===== config.mk =====
export PLATFORM = sky130hd
export DESIGN_NAME = async_char_rx
export DESIGN_NICKNAME = d
export VERILOG_FILES = /design/src/rtl/async_rx_pkg.sv /design/src/rtl/rx_framer.sv /design/src/rtl/flow_match.sv /design/src/rtl/rx_fifo.sv /design/src/rtl/async_char_rx.sv
export SDC_FILE = /design/constraint.sdc
export NUM_CORES = 1
export LEC_CHECK = 0
export BUFFER_PORTS_ARGS = -buffer_cell sky130_fd_sc_hd__buf_4
export CELL_PAD_IN_SITES_DETAIL_PLACEMENT = 2
export CELL_PAD_IN_SITES_GLOBAL_PLACEMENT = 2
export CORE_ASPECT_RATIO = 0.7
export CORE_MARGIN = 5
export CORE_UTILIZATION = 42
export DETAILED_ROUTE_END_ITERATION = 10
export PLACE_DENSITY = 0.8
export SLEW_MARGIN = 20
export SYNTH_ARGS = -nofsm -noshare
export SYNTH_HDL_FRONTEND = slang
export SYNTH_HIERARCHICAL = 1
export SYNTH_SLANG_ARGS = --single-unit

===== constraint.sdc =====
create_clock -name clk -period 3.5 [get_ports clk]
set_input_delay 0.7 -clock clk [delete_from_list [all_inputs] [get_ports clk]]
set_output_delay 0.7 -clock clk [all_outputs]
set_load 0.02 [all_outputs]

===== src/rtl/async_rx_pkg.sv =====
package async_rx_pkg;

    localparam int MAX_BITS = 8;

    typedef enum logic [1:0] {
        LEN8 = 2'b00,
        LEN7 = 2'b01,
        LEN6 = 2'b10,
        LEN5 = 2'b11
    } len_code_e;

    typedef enum logic [1:0] {
        ST_IDLE,
        ST_START,
        ST_DATA,
        ST_STOP
    } rx_state_e;

    typedef struct packed {
        logic                ferr;
        logic [MAX_BITS-1:0] data;
    } rx_char_t;

    // 00 -> 8, 01 -> 7, 10 -> 6, 11 -> 5
    function automatic logic [3:0] bits_for(len_code_e c);
        return 4'd8 - {2'b00, c};
    endfunction

endpackage


===== src/rtl/rx_framer.sv =====
module rx_framer
    import async_rx_pkg::*;
#(
    parameter int OSR         = 16,
    parameter int SYNC_STAGES = 2
) (
    input  logic       clk,
    input  logic       rst,
    input  logic       os_tick,
    input  logic       rxd,
    input  logic       rx_active,
    input  logic [1:0] len_code,
    output logic       char_valid,
    output rx_char_t   char_out
);

    localparam int CW = $clog2(OSR);
    localparam logic [CW-1:0] HALF = CW'(OSR / 2 - 1);
    localparam logic [CW-1:0] LAST = CW'(OSR - 1);

    logic [SYNC_STAGES-1:0] sync_q;
    logic                   line;
    logic                   prev_q;
    rx_state_e              state_q;
    logic [CW-1:0]          cnt_q;
    logic [3:0]             bit_idx_q;
    logic [3:0]             nbits_q;
    logic [MAX_BITS-1:0]    shreg_q;
    logic [MAX_BITS-1:0]    aligned;

    // Metastability guard on the asynchronous line
    always_ff @(posedge clk) begin
        if (rst) sync_q <= '1;
        else     sync_q <= {sync_q[SYNC_STAGES-2:0], rxd};
    end
    assign line = sync_q[SYNC_STAGES-1];

    // Bits arrive LSB first into the top of the shifter; right-align them
    assign aligned = shreg_q >> (4'd8 - nbits_q);

    always_ff @(posedge clk) begin
        if (rst) begin
            prev_q     <= 1'b1;
            state_q    <= ST_IDLE;
            cnt_q      <= '0;
            bit_idx_q  <= '0;
            nbits_q    <= 4'd8;
            shreg_q    <= '0;
            char_valid <= 1'b0;
            char_out   <= '0;
        end else begin
            char_valid <= 1'b0;
            if (!rx_active) begin
                state_q <= ST_IDLE;
                cnt_q   <= '0;
                prev_q  <= line;
            end else if (os_tick) begin
                prev_q <= line;
                case (state_q)
                    ST_IDLE: begin
                        if (prev_q && !line) begin
                            state_q <= ST_START;
                            cnt_q   <= '0;
                        end
                    end
                    ST_START: begin
                        if (cnt_q == HALF) begin
                            cnt_q <= '0;
                            if (!line) begin
                                state_q   <= ST_DATA;
                                bit_idx_q <= '0;
                                nbits_q   <= bits_for(len_code_e'(len_code));
                                shreg_q   <= '0;
                            end else begin
                                state_q <= ST_IDLE;
                            end
                        end else begin
                            cnt_q <= cnt_q + 1'b1;
                        end
                    end
                    ST_DATA: begin
                        if (cnt_q == LAST) begin
                            cnt_q   <= '0;
                            shreg_q <= {line, shreg_q[MAX_BITS-1:1]};
                            if (bit_idx_q == nbits_q - 4'd1) state_q <= ST_STOP;
                            else bit_idx_q <= bit_idx_q + 4'd1;
                        end else begin
                            cnt_q <= cnt_q + 1'b1;
                        end
                    end
                    ST_STOP: begin
                        if (cnt_q == LAST) begin
                            cnt_q         <= '0;
                            state_q       <= ST_IDLE;
                            char_valid    <= 1'b1;
                            char_out.data <= aligned;
                            char_out.ferr <= !line;
                        end else begin
                            cnt_q <= cnt_q + 1'b1;
                        end
                    end
                    default: state_q <= ST_IDLE;
                endcase
            end
        end
    end

endmodule


===== src/rtl/flow_match.sv =====
module flow_match
    import async_rx_pkg::*;
(
    input  logic                char_valid,
    input  logic [MAX_BITS-1:0] data,
    input  logic [MAX_BITS-1:0] xon_char,
    input  logic [MAX_BITS-1:0] xoff_char,
    input  logic                filter_en,
    output logic                hit_xon,
    output logic                hit_xoff,
    output logic                store
);

    assign hit_xon  = char_valid && (data == xon_char);
    assign hit_xoff = char_valid && (data == xoff_char);
    assign store    = char_valid && !(filter_en && (hit_xon || hit_xoff));

endmodule


===== src/rtl/rx_fifo.sv =====
module rx_fifo
    import async_rx_pkg::*;
#(
    parameter int DEPTH = 8
) (
    input  logic                       clk,
    input  logic                       rst,
    input  logic                       wr_en,
    input  rx_char_t                   wr_data,
    input  logic                       rd_en,
    output rx_char_t                   rd_data,
    output logic                       empty,
    output logic                       full,
    output logic [$clog2(DEPTH+1)-1:0] count
);

    localparam int AW = (DEPTH > 1) ? $clog2(DEPTH) : 1;
    localparam int NW = $clog2(DEPTH + 1);

    rx_char_t        mem [DEPTH];
    logic [AW-1:0]   wr_ptr_q;
    logic [AW-1:0]   rd_ptr_q;
    logic [NW-1:0]   count_q;
    logic            push;
    logic            pop;

    assign empty   = (count_q == '0);
    assign full    = (count_q == NW'(DEPTH));
    assign push    = wr_en && !full;
    assign pop     = rd_en && !empty;
    assign rd_data = mem[rd_ptr_q];
    assign count   = count_q;

    function automatic logic [AW-1:0] next_ptr(logic [AW-1:0] p);
        return (p == AW'(DEPTH - 1)) ? '0 : p + 1'b1;
    endfunction

    always_ff @(posedge clk) begin
        if (push) mem[wr_ptr_q] <= wr_data;
    end

    always_ff @(posedge clk) begin
        if (rst) begin
            wr_ptr_q <= '0;
            rd_ptr_q <= '0;
            count_q  <= '0;
        end else begin
            if (push) wr_ptr_q <= next_ptr(wr_ptr_q);
            if (pop)  rd_ptr_q <= next_ptr(rd_ptr_q);
            case ({push, pop})
                2'b10:   count_q <= count_q + 1'b1;
                2'b01:   count_q <= count_q - 1'b1;
                default: count_q <= count_q;
            endcase
        end
    end

endmodule


===== src/rtl/async_char_rx.sv =====
module async_char_rx
    import async_rx_pkg::*;
#(
    parameter int OSR         = 16,
    parameter int SYNC_STAGES = 2,
    parameter int FIFO_DEPTH  = 8
) (
    input  logic       clk,
    input  logic       rst,
    input  logic       os_tick,
    input  logic       rxd,
    input  logic       rx_active,
    input  logic [1:0] len_code,
    input  logic       filter_en,
    input  logic [7:0] xon_char,
    input  logic [7:0] xoff_char,
    input  logic       rd_en,
    output logic [7:0] rd_data,
    output logic       rd_ferr,
    output logic       fifo_empty,
    output logic       fifo_full,
    output logic       overrun,
    output logic       xon_seen,
    output logic       xoff_seen
);

    localparam int NW = $clog2(FIFO_DEPTH + 1);

    logic            char_valid;
    rx_char_t        char_q;
    logic            hit_xon;
    logic            hit_xoff;
    logic            store;
    rx_char_t        head;
    logic [NW-1:0]   fifo_count;

    rx_framer #(.OSR(OSR), .SYNC_STAGES(SYNC_STAGES)) u_framer (
        .clk        (clk),
        .rst        (rst),
        .os_tick    (os_tick),
        .rxd        (rxd),
        .rx_active  (rx_active),
        .len_code   (len_code),
        .char_valid (char_valid),
        .char_out   (char_q)
    );

    flow_match u_match (
        .char_valid (char_valid),
        .data       (char_q.data),
        .xon_char   (xon_char),
        .xoff_char  (xoff_char),
        .filter_en  (filter_en),
        .hit_xon    (hit_xon),
        .hit_xoff   (hit_xoff),
        .store      (store)
    );

    rx_fifo #(.DEPTH(FIFO_DEPTH)) u_fifo (
        .clk     (clk),
        .rst     (rst),
        .wr_en   (store),
        .wr_data (char_q),
        .rd_en   (rd_en),
        .rd_data (head),
        .empty   (fifo_empty),
        .full    (fifo_full),
        .count   (fifo_count)
    );

    assign rd_data = head.data;
    assign rd_ferr = head.ferr;

    always_ff @(posedge clk) begin
        if (rst) begin
            overrun   <= 1'b0;
            xon_seen  <= 1'b0;
            xoff_seen <= 1'b0;
        end else begin
            xon_seen  <= hit_xon;
            xoff_seen <= hit_xoff;
            if (store && fifo_full) overrun <= 1'b1;
        end
    end

endmodule


# After elaboration in Yosys (flattened, before gate mapping)
# Memory sizes are Yosys's and may differ from the RTL's. A register that Yosys moved wholly into a read port is not among the register bits.
# Index checks and enable logic that the tools add are counted.
[classes]
addsub = 9
eq_ne = 21
n_shift = 1
muxes = 30
bitwise_logic = 4
n_reduce_logical = 26
[op_table]
columns = ["op", "n"]
rows = [
  ["$mux W4", 7],
  ["$mux W8", 3],
  ["$eq A8 B8 Y1", 2],
  ["$pmux W4 S2", 2],
  ["$pmux W8 S2", 1],
  ["$add A4 B1 Y4 const B", 3],
  ["$mux W2", 6],
  ["$mux W3", 4],
  ["$pmux W4 S3", 1],
  ["$reduce_and A6 Y1", 2],
  ["$ne A2 B1 Y1 const B", 5],
  ["$eq A4 B4 Y1 const B", 2],
  ["$logic_and A1 B1 Y1", 8],
  ["$pmux W2 S4", 1],
  ["$shr A8 B4 Y8", 1],
  ["$sub A4 B1 Y4 const B", 2],
  ["$reduce_and A7 Y1", 1],
  ["$add A3 B1 Y3 const B", 2],
  ["$eq A2 B2 Y1 const B", 3],
  ["$eq A3 B3 Y1 const B", 2],
  ["$ne A2 B2 Y1 const B", 3],
  ["$mux W1", 5],
  ["$reduce_and A5 Y1", 1],
  ["$eq A2 B1 Y1 const B", 2],
  ["other kinds (14)", 22],
]
[word_totals]
ff_bits = 48
mem_bits_rw = 72
input_bits = 25
out_inout_bits = 14
elab_cells = 108
n_memories = 1
[memory_table]
columns = ["name", "depth", "width", "read_ports", "rd_ports_with_merged_regs", "wr", "line", "text"]
rows = [
  ["u_fifo.mem", 8, 9, 1, 1, 1, "rx_fifo.sv:20", "rx_char_t mem [DEPTH];"],
]

# Longest topological paths before layout
# Gate-level depths: netlist of run 1.
[logic_depth]
ltp_word = 9
depth_mapped = 13
ltp_nobuf = 12

# Cells and area by module
# The synthesis of run 1 kept the hierarchy.
[modules_own_cells]
columns = ["mod", "instances", "cells_each", "area_per_inst_um2", "seq_area_each_um2"]
rows = [
  ["rx_fifo", 1, 183, 3407.0, 2422.3],
  ["rx_framer", 1, 211, 1850.5, 700.7],
  ["flow_match", 1, 30, 217.7, 0.0],
  ["async_char_rx", 1, 7, 81.3, 60.1],
]

# Worst setup path after synthesis of run 1
# OpenSTA, ideal clock, no wires.
[synth_path]
path_kind = "input to register"
start = "input xon_char[1]"
end = "memory u_fifo/mem[0][0] in the netlist's numbering (enable)"
setup_time_ns = 0.399
arrival_time_ns = 2.442
required_time_ns = 3.101
setup_slack_ns = 0.659
stages = 7
n_path_buf = 1
path_cell_list = "xnor2_1 > nand4_1 > o21ai_0 > o22ai_1 > a21bo_1 > buf_6 > nor4_1"
[synth_via]
elab_chain_cells = 9
[synth_rtl]
columns = ["element", "line", "text"]
rows = [
  ["start, declared", "async_char_rx.sv:15", "input logic [7:0] xon_char,"],
  ["$eq A8 B8 Y1", "flow_match.sv:14", "assign hit_xon = char_valid && (data == xon_char);"],
  ["$logic_and A1 B1 Y1", "flow_match.sv:14", ""],
  ["$logic_or A1 B1 Y1", "flow_match.sv:16", "assign store = char_valid && !(filter_en && (hit_xon || hit_xoff));"],
  ["$logic_and A1 B1 Y1", "flow_match.sv:16", ""],
  ["$logic_not A1 Y1", "flow_match.sv:16", ""],
  ["$logic_and A1 B1 Y1", "flow_match.sv:16", ""],
  ["named net store", "async_char_rx.sv:33", "logic store;"],
  ["$logic_and A1 B1 Y1", "rx_fifo.sv:29", "assign push = wr_en && !full;"],
  ["$mux W1", "rx_fifo.sv:39", "if (push) mem[wr_ptr_q] <= wr_data;"],
  ["$mux W1 (not written as such)", "rx_fifo.sv:39", ""],
  ["end, declared", "rx_fifo.sv:20", ""],
]
# The timed path passes the listed nets, and every way through them passes these cells.

# Worst setup path in the final report of run 1
[layout_path]
start = "register u_framer/char_out[7] (netlist name)"
end = "register u_fifo.count_q[2], in the netlist u_fifo/count[2]"
[layout_via]
elab_chain_cells = 9
word_cells_on_any_way = 13
cone_classes = "eq/ne (4); mux (1); reduce/logical (8)"
[layout_rtl]
columns = ["element", "line", "text"]
rows = [
  ["$eq A8 B8 Y1, on equally long branches", "flow_match.sv:14, flow_match.sv:15", ""],
  ["$logic_and A1 B1 Y1, on equally long branches", "flow_match.sv:14, flow_match.sv:15", ""],
  ["$logic_or A1 B1 Y1 (*)", "flow_match.sv:16", ""],
  ["$logic_and A1 B1 Y1 (*)", "flow_match.sv:16", ""],
  ["$logic_not A1 Y1 (*)", "flow_match.sv:16", ""],
  ["$logic_and A1 B1 Y1 (*)", "flow_match.sv:16", ""],
  ["named net store", "async_char_rx.sv:33", ""],
  ["$logic_and A1 B1 Y1 (*)", "rx_fifo.sv:29", ""],
  ["$eq A2 B1 Y1 or $eq A2 B2 Y1 (tied branches)", "rx_fifo.sv:50", "case ({push, pop})"],
  ["$pmux W4 S2 or $reduce_bool A2 Y1 (tied branches)", "n/a", ""],
  ["end signal, assigned", "rx_fifo.sv:51", "2'b10: count_q <= count_q + 1'b1;"],
  ["end signal, assigned", "rx_fifo.sv:52", "2'b01: count_q <= count_q - 1'b1;"],
  ["end signal, assigned", "rx_fifo.sv:53", "default: count_q <= count_q;"],
  ["end, declared", "rx_fifo.sv:23", "logic [NW-1:0] count_q;"],
]
# Mark *: on every way through the listed nets, which the timed path passes. The rest lies on a longest branch.
# A chain may end at the register's enable or synchronous reset.

==> flow_summary.toml, run 1 <==
[timing]
setup_ws_ns = 0.153
max_freq_mhz = 299
slew_viol_final = 0
period_needed_ns = 3.35
finalSetupViolCount = 0
tightest_slew_ns = 0.890
max_slew_margin = 0.405
rsz0062_at_grt = "false"
fin_skew_ns = 0.0143
timing.final.crit_share = 0.956
hold_violations = 0
setup_tns_ns = 0

[critical_path]
r2r_slack_ns = 0.15
cp.required_ns = 3.83
path_delay_family = "compound AO/OA/AOI/OAI gates"
r2r_start = "u_framer/char_out[7]"
worstPathArrival_ns = 3.68
worstSetupStartpointType = "flop"
regToRegEndpoint = "u_fifo/count[2]"
cp-end-kind = "flop"
cp_num_buf_inv = 0
reg2regPathDepth = 12
slowest_delay_ns = 0.66
worstSetupPathType = "flop to flop"
crit_path_top_delay_cell = "dfxtp_1"
cp_max_fo = 11
path_cells = "xnor2_1 -> nand4_1 -> nor3_2 -> o22ai_1 -> a21bo_1 -> ha_1 -> xor2_1 -> ha_1 -> a21oi_1 -> xor2_1 -> or3_1 -> a21oi_1"

[hold_path]
whs_endpoint = "u_framer/sync_q[1]"
hold_depth = 1
worstHoldPathType = "flop to flop"
hp-start = "u_framer/sync_q[0]"

[yosys]
syn-num-nets = 468
post-synth-top-area-fraction = 0.389
ys_ff_latch = 123
synthesis.area_um2 = 5560
synth_area_leaders = "edfxtp_1 39%, dfxtp_1 18%, mux4_2 7.7%"
synth_ff_type = "edfxtp_1"
postSynthCellCount = 431
ys_warn_count = 6
yosysSeqAreaShare = 0.573
synth_cell_type_count = 58
avgSynthCellArea_um2 = 12.9
synth_top_area_cell = "edfxtp_1"
synth_edf_count = 72
synth-async-reset-ratio = 0

[clock_tree]
cts_tree = "yes"
cts_hold_buffers = 0
numCtsBuffers = 17
clock_latency_ns = 0.43
path_clk_slew_ns = 0.06
cts_sinks = 123
cts_resized = 0
clockRootBuffer = "clkbuf_16"
htreeDepth = 4
post_cts_buffers = 0
ctsLongestPathBuffers = 2

[power_and_ir_drop]
power_w = 0.00338
p_per_area_nw_per_um2 = 508
ir_worst_vdd_mv = 0.309
p_leak_nw = 2.39

[final_layout]
drive_above_1_share = 0.253
finalInstanceArea_um2 = 6650
areaGrowthSynthToFinish_pct = 19.7
diodes = 0
fillers = 1263
final_cell_mix = "72 x edfxtp_1, 53 x buf_4, 51 x dfxtp_1, 37 x nor2_1, 24 x a21oi_1"
nets = 519
utilization = 0.510
layout_commonest_cell = "edfxtp_1"

[drt]
antenna_left = 0
num_vias = 4005
drt_iter0_drc = 376
drtPass1Iterations = 5
wl_um = 18700
vias_per_cell = 6.06
post_drt_wl_per_cell_um = 28.3
drc = 0

[die]
dieHeight_um = 106
dieArea_um2 = 15700
rows = 35
io_pins = 39
die_x_um = 147
initial_core_util = 0.426
core_um2 = 13100

[global_route]
gr-total-overflow = 0
grtUsageTotal = 0.249
grt_pass1_wl_um = 28200
grt_pass1_vias = 4399
grt_max_degree = 45
antenna_found_initial = 0

[placement]
port_buffers = 38
pre_cts_slack_ns = 0.227
routabilityCongestion = 0.763
dp_hpwl_um = 11400
dpl-instance-area_um2 = 6060

[outcome]
outcome = "complete, no violations"

[flow_run]
cap_violations = 0
state kept, by name, summed over array words and instances, names as in the netlist, 2 cells and up, named ones only:
signal	cells
u_framer/bit_idx_q	4
u_fifo/wr_ptr_q	3
u_fifo/mem	72
u_fifo/rd_ptr_q	3
u_framer/shreg_q	8
u_framer/char_out	9
u_framer/sync_q	2
u_framer/nbits_q	4
u_fifo/count	4
u_framer/cnt_q	4
stage by stage:
| step | hold WS [ns] | instances |
|---|---|---|
| after global routing | 0.426 | 661 |
| after global placement | 0.392 | 629 |
| after CTS | 0.418 | 661 |
| after floorplan | 0.389 | 431 |
| after detailed placement | 0.405 | 629 |
| final | 0.413 | 661 |
worst reg2reg max path, delay by kind of cell, from the launching register on:
kind                       cells  cell delay, ns
AOI/OAI and AO/OA              4            0.86
xor gates and xnor gates       3            0.53
adders and majority gates      2            0.47
DFF                            1            0.66
and+or+nand+nor                3            0.77
worst max path at each step:
| stage | startpoint | end | slack [ns] | cells after the start |
|---|---|---|---|---|
| global placement | xon_char[1] | u_fifo/count[2] | 0.38 | 13 |
| finish | u_framer/char_out[7] | u_fifo/count[2] | 0.15 | 12 |
| detailed placement | xon_char[1] | u_fifo/count[2] | 0.23 | 13 |
| CTS | u_framer/char_out[5] | u_fifo/count[2] | 0.23 | 12 |
| floorplan | xon_char[1] | u_fifo/mem[0][0] | 0.66 | 7 |
| global route | u_framer/char_out[5] | u_fifo/count[2] | 0.06 | 12 |
layout make-up:
| class | instances | area, um^2 | area share |
|---|---|---|---|
| repair buffers | 53 | 398 | 0.0598 |
| well taps | 166 | 208 | 0.0312 |
| flip-flops and latches | 123 | 3180 | 0.479 |
| multi-input cells | 278 | 2240 | 0.337 |
| clock inverters | 12 | 149 | 0.0224 |
| clock buffers | 20 | 437 | 0.0657 |
| inverters | 9 | 33.8 | 0.00508 |
metal layers:
metal | part of all wire | vias up | GRT usage
met3 | 0.059 | 43 | 0.0567
met2 | 0.49 | 193 | 0.417
li1 | - | 1725 | -
met1 | 0.42 | 2044 | 0.316
met5 | 0 | - | 0
met4 | 0.031 | 0 | 0.0984
cells by family (layout without fill, tap and decap cells):
logic type	after synthesis	after routing	synth area share
flip-flops	123	123	0.573
AND/OR/NAND/NOR	123	123	0.118
AO/OA/AOI/OAI	69	69	0.0820
multiplexers	45	45	0.127
buffers and inverters	30	94	0.0248
XOR/XNOR	29	29	0.0484
adder cells (fa/ha/maj)	12	12	0.0270
report_power, final:
| group | internal, W | switching, W | total, W |
|---|---|---|---|
| clock | 0.00111 | 0.000685 | 0.00180 |
| sequential | 0.00152 | 0.00000256 | 0.00152 |
| combinational | 0.0000286 | 0.0000320 | 0.0000607 |
| total | 0.00266 | 0.000719 | 0.00338 |
synthesized netlist by cell type, types with 3 or more instances:
| master | count |
|---|---|
| edfxtp_1 | 72 |
| dfxtp_1 | 51 |
| nor2_1 | 37 |
| a21oi_1 | 24 |
| xnor2_1 | 23 |
| mux4_2 | 19 |
| nand2_1 | 18 |
| mux2_2 | 14 |
| a22oi_1 | 12 |
| ha_1 | 12 |
| clkbuf_1 | 11 |
| mux2i_1 | 11 |
| nor3_1 | 11 |
| inv_1 | 9 |
| o21ai_0 | 9 |
| nand3_1 | 8 |
| nor2b_1 | 8 |
| nand4_1 | 7 |
| xor2_1 | 5 |
| a31oi_1 | 4 |
| buf_2 | 4 |
| nand2b_1 | 4 |
| or3_1 | 4 |
| a211oi_1 | 3 |
| and2_1 | 3 |
| nor3b_1 | 3 |
| or2_2 | 3 |
No activity file was read; power rests on OpenSTA's default activity.
==> run 2: changes to the inputs <==
Clock period 3.5 ns to 3.15 ns, I/O delays scaled along.
==> run 2 against run 1 <==
Effect of this change:
- setup slack is essentially flat
- largest power group unchanged
- critical path depth unchanged
- clock skew fell by 0.0043 ns
- combinational power grew 9.1%
- largest cell class unchanged
- worst hold slack worse by 0.027 ns
- first-iteration DRC count down 13%
- sequential power up 11%
- critical endpoint unchanged
- core utilization rose by 0.80 points
- die area unchanged
- cell count is 1.5% higher
==> flow_summary.toml, run 2 (synthesized netlist as in run 1, its figures left out) <==
[clock_tree]
clock_latency_ns = 0.43
cts_sinks = 123
numCtsBuffers = 17
clockRootBuffer = "clkbuf_16"
ctsLongestPathBuffers = 2
htreeDepth = 4
path_clk_slew_ns = 0.06
cts_tree = "yes"
cts_hold_buffers = 0

[critical_path]
path_cells = "xnor2_1 -> nand4_1 -> nor3_2 -> o22ai_1 -> a21bo_1 -> ha_1 -> xor2_1 -> ha_1 -> a21oi_1 -> xor2_1 -> or3_1 -> a21oi_1"
worstSetupPathType = "flop to flop"
cp_num_buf_inv = 0
worstPathArrival_ns = 3.34
cp-startpoint = "u_framer/char_out[7]"
worstSetupStartpointType = "flop"
path_delay_family = "simple AND/OR/NAND/NOR gates"
r2r_start = "u_framer/char_out[7]"
cp.required_ns = 3.50
crit_path_top_delay_cell = "dfxtp_1"
slowest_delay_ns = 0.52
cp-end-kind = "flop"
cp_max_fo = 5

[final_layout]
drive_above_1_share = 0.277
largest_register_ffs = 72
nets = 529
areaGrowthSynthToFinish_pct = 21.5
layout_commonest_cell = "edfxtp_1"
diodes = 0
regMostFlops = "u_fifo/mem"
reg_top3 = "u_fifo/mem: 72 flops, u_framer/char_out: 9 flops, u_framer/shreg_q: 8 flops"
final_cell_mix = "72 x edfxtp_1, 63 x buf_4, 51 x dfxtp_1, 37 x nor2_1, 24 x a21oi_1"
fillers = 1259

[die]
rows = 35
die_x_um = 147
dieArea_um2 = 15700
io_pins = 39
initial_core_util = 0.426
dieHeight_um = 106
core_um2 = 13100

[hold_path]
hp-start = "rxd"
worstHoldPathType = "input pin to flop"

[placement]
port_buffers = 38
routabilityCongestion = 0.787
dp_hpwl_um = 12100
pre_cts_slack_ns = -0.0684

[power_and_ir_drop]
ir_worst_vdd_mv = 0.392
intPower_w = 0.00296
p_sw_frac = 0.216
p_per_area_nw_per_um2 = 559
comb_power_share = 0.018
switchingPower_w = 0.000816
power_frac_seq = 0.447
p_leak_nw = 2.46
p_clk_frac = 0.535

[timing]
tightest_slew_ns = 0.857
slew_viol_final = 0
timing.final.crit_share = 0.951
fin_skew_ns = 0.00997
finalSetupViolCount = 0
max_freq_mhz = 334
max_slew_margin = 0.427
fin_hold_ws_ns = 0.386
period_needed_ns = 3.00
hold_violations = 0
rsz0062_at_grt = "false"
setup_ws_ns = 0.153
setup_tns_ns = 0

[flow_run]
cap_violations = 0

[global_route]
grt_pass1_wl_um = 28400
gr-total-overflow = 0
grt_pass1_vias = 4488
grtUsageTotal = 0.250
antenna_found_initial = 0
grt_max_degree = 45

[drt]
vias_per_cell = 6.06
num_vias = 4069
drtPass1Iterations = 5
post_drt_wl_per_cell_um = 27.9
antenna_left = 0
wl_um = 18700
drc = 0
drt_iter0_drc = 328

[outcome]
outcome = "complete, no violations"
[run 2: cell count changes in the layout (fill, tap and decap cells not counted)]
cell,previous run,this run
buf_4,53,63
clkbuf_1,3,0
inv_6,0,2
xnor2_1,23,21
xnor2_2,0,2
clkinvlp_4,2,3
[run 2: path summary, 6_finish.rpt]
check	endpoint	slack, ns	cells past startpoint
worst max-delay path	u_fifo/count[2]	0.15	12
worst min register to register	u_framer/sync_q[1]	0.42	1
worst max register to register	u_fifo/count[2]	0.15	12
worst min-delay path	u_framer/sync_q[0]	0.39	2
[run 2: final cells by class]
cell class,count,area (um^2),share of cell area
tap,166,208,0.0308
inverter,9,33.8,0.00500
clock inverter,15,174,0.0258
timing repair buffer,63,473,0.0700
multi-input combinational,278,2260,0.334
sequential,123,3180,0.471
clock buffer,17,425,0.0630
[run 2: power groups by stage]
| stage | clock [W] | sequential, W | combinational (W) |
|---|---|---|---|
| after floorplan | 0 | 0.00172 | 0.0000266 |
| after global placement | 0 | 0.00172 | 0.0000606 |
| after detailed placement | 0 | 0.00172 | 0.0000629 |
| after CTS | 0.00205 | 0.00169 | 0.0000648 |
| after global routing | 0.00213 | 0.00169 | 0.0000716 |
| final | 0.00202 | 0.00169 | 0.0000662 |
[run 2: stage by stage]
step,util,cells,cell area [um^2],total power (W)
after floorplan,-,431,5560,0.00175
after global routing,0.518,671,6750,0.00389
final,0.518,671,6750,0.00378
after CTS,0.516,670,6730,0.00380
after global placement,0.470,638,6130,0.00178
after detailed placement,0.470,638,6130,0.00178
[run 2: metal layers]
metal,vias up,track usage,share of wire
met5,-,0,0
met4,0,0.0878,0.023
met3,37,0.0733,0.069
met2,170,0.413,0.50
met1,2114,0.315,0.41
li1,1748,-,-
[run 2: repair_timing]
| action | CTS | global route |
|---|---|---|
| endpoints found under the hold margin | 0 | 0 |
| setup buffers | 0 | 1 |
| endpoints found under the setup margin | 0 | 1 |
| gates resized for setup | 0 | 2 |
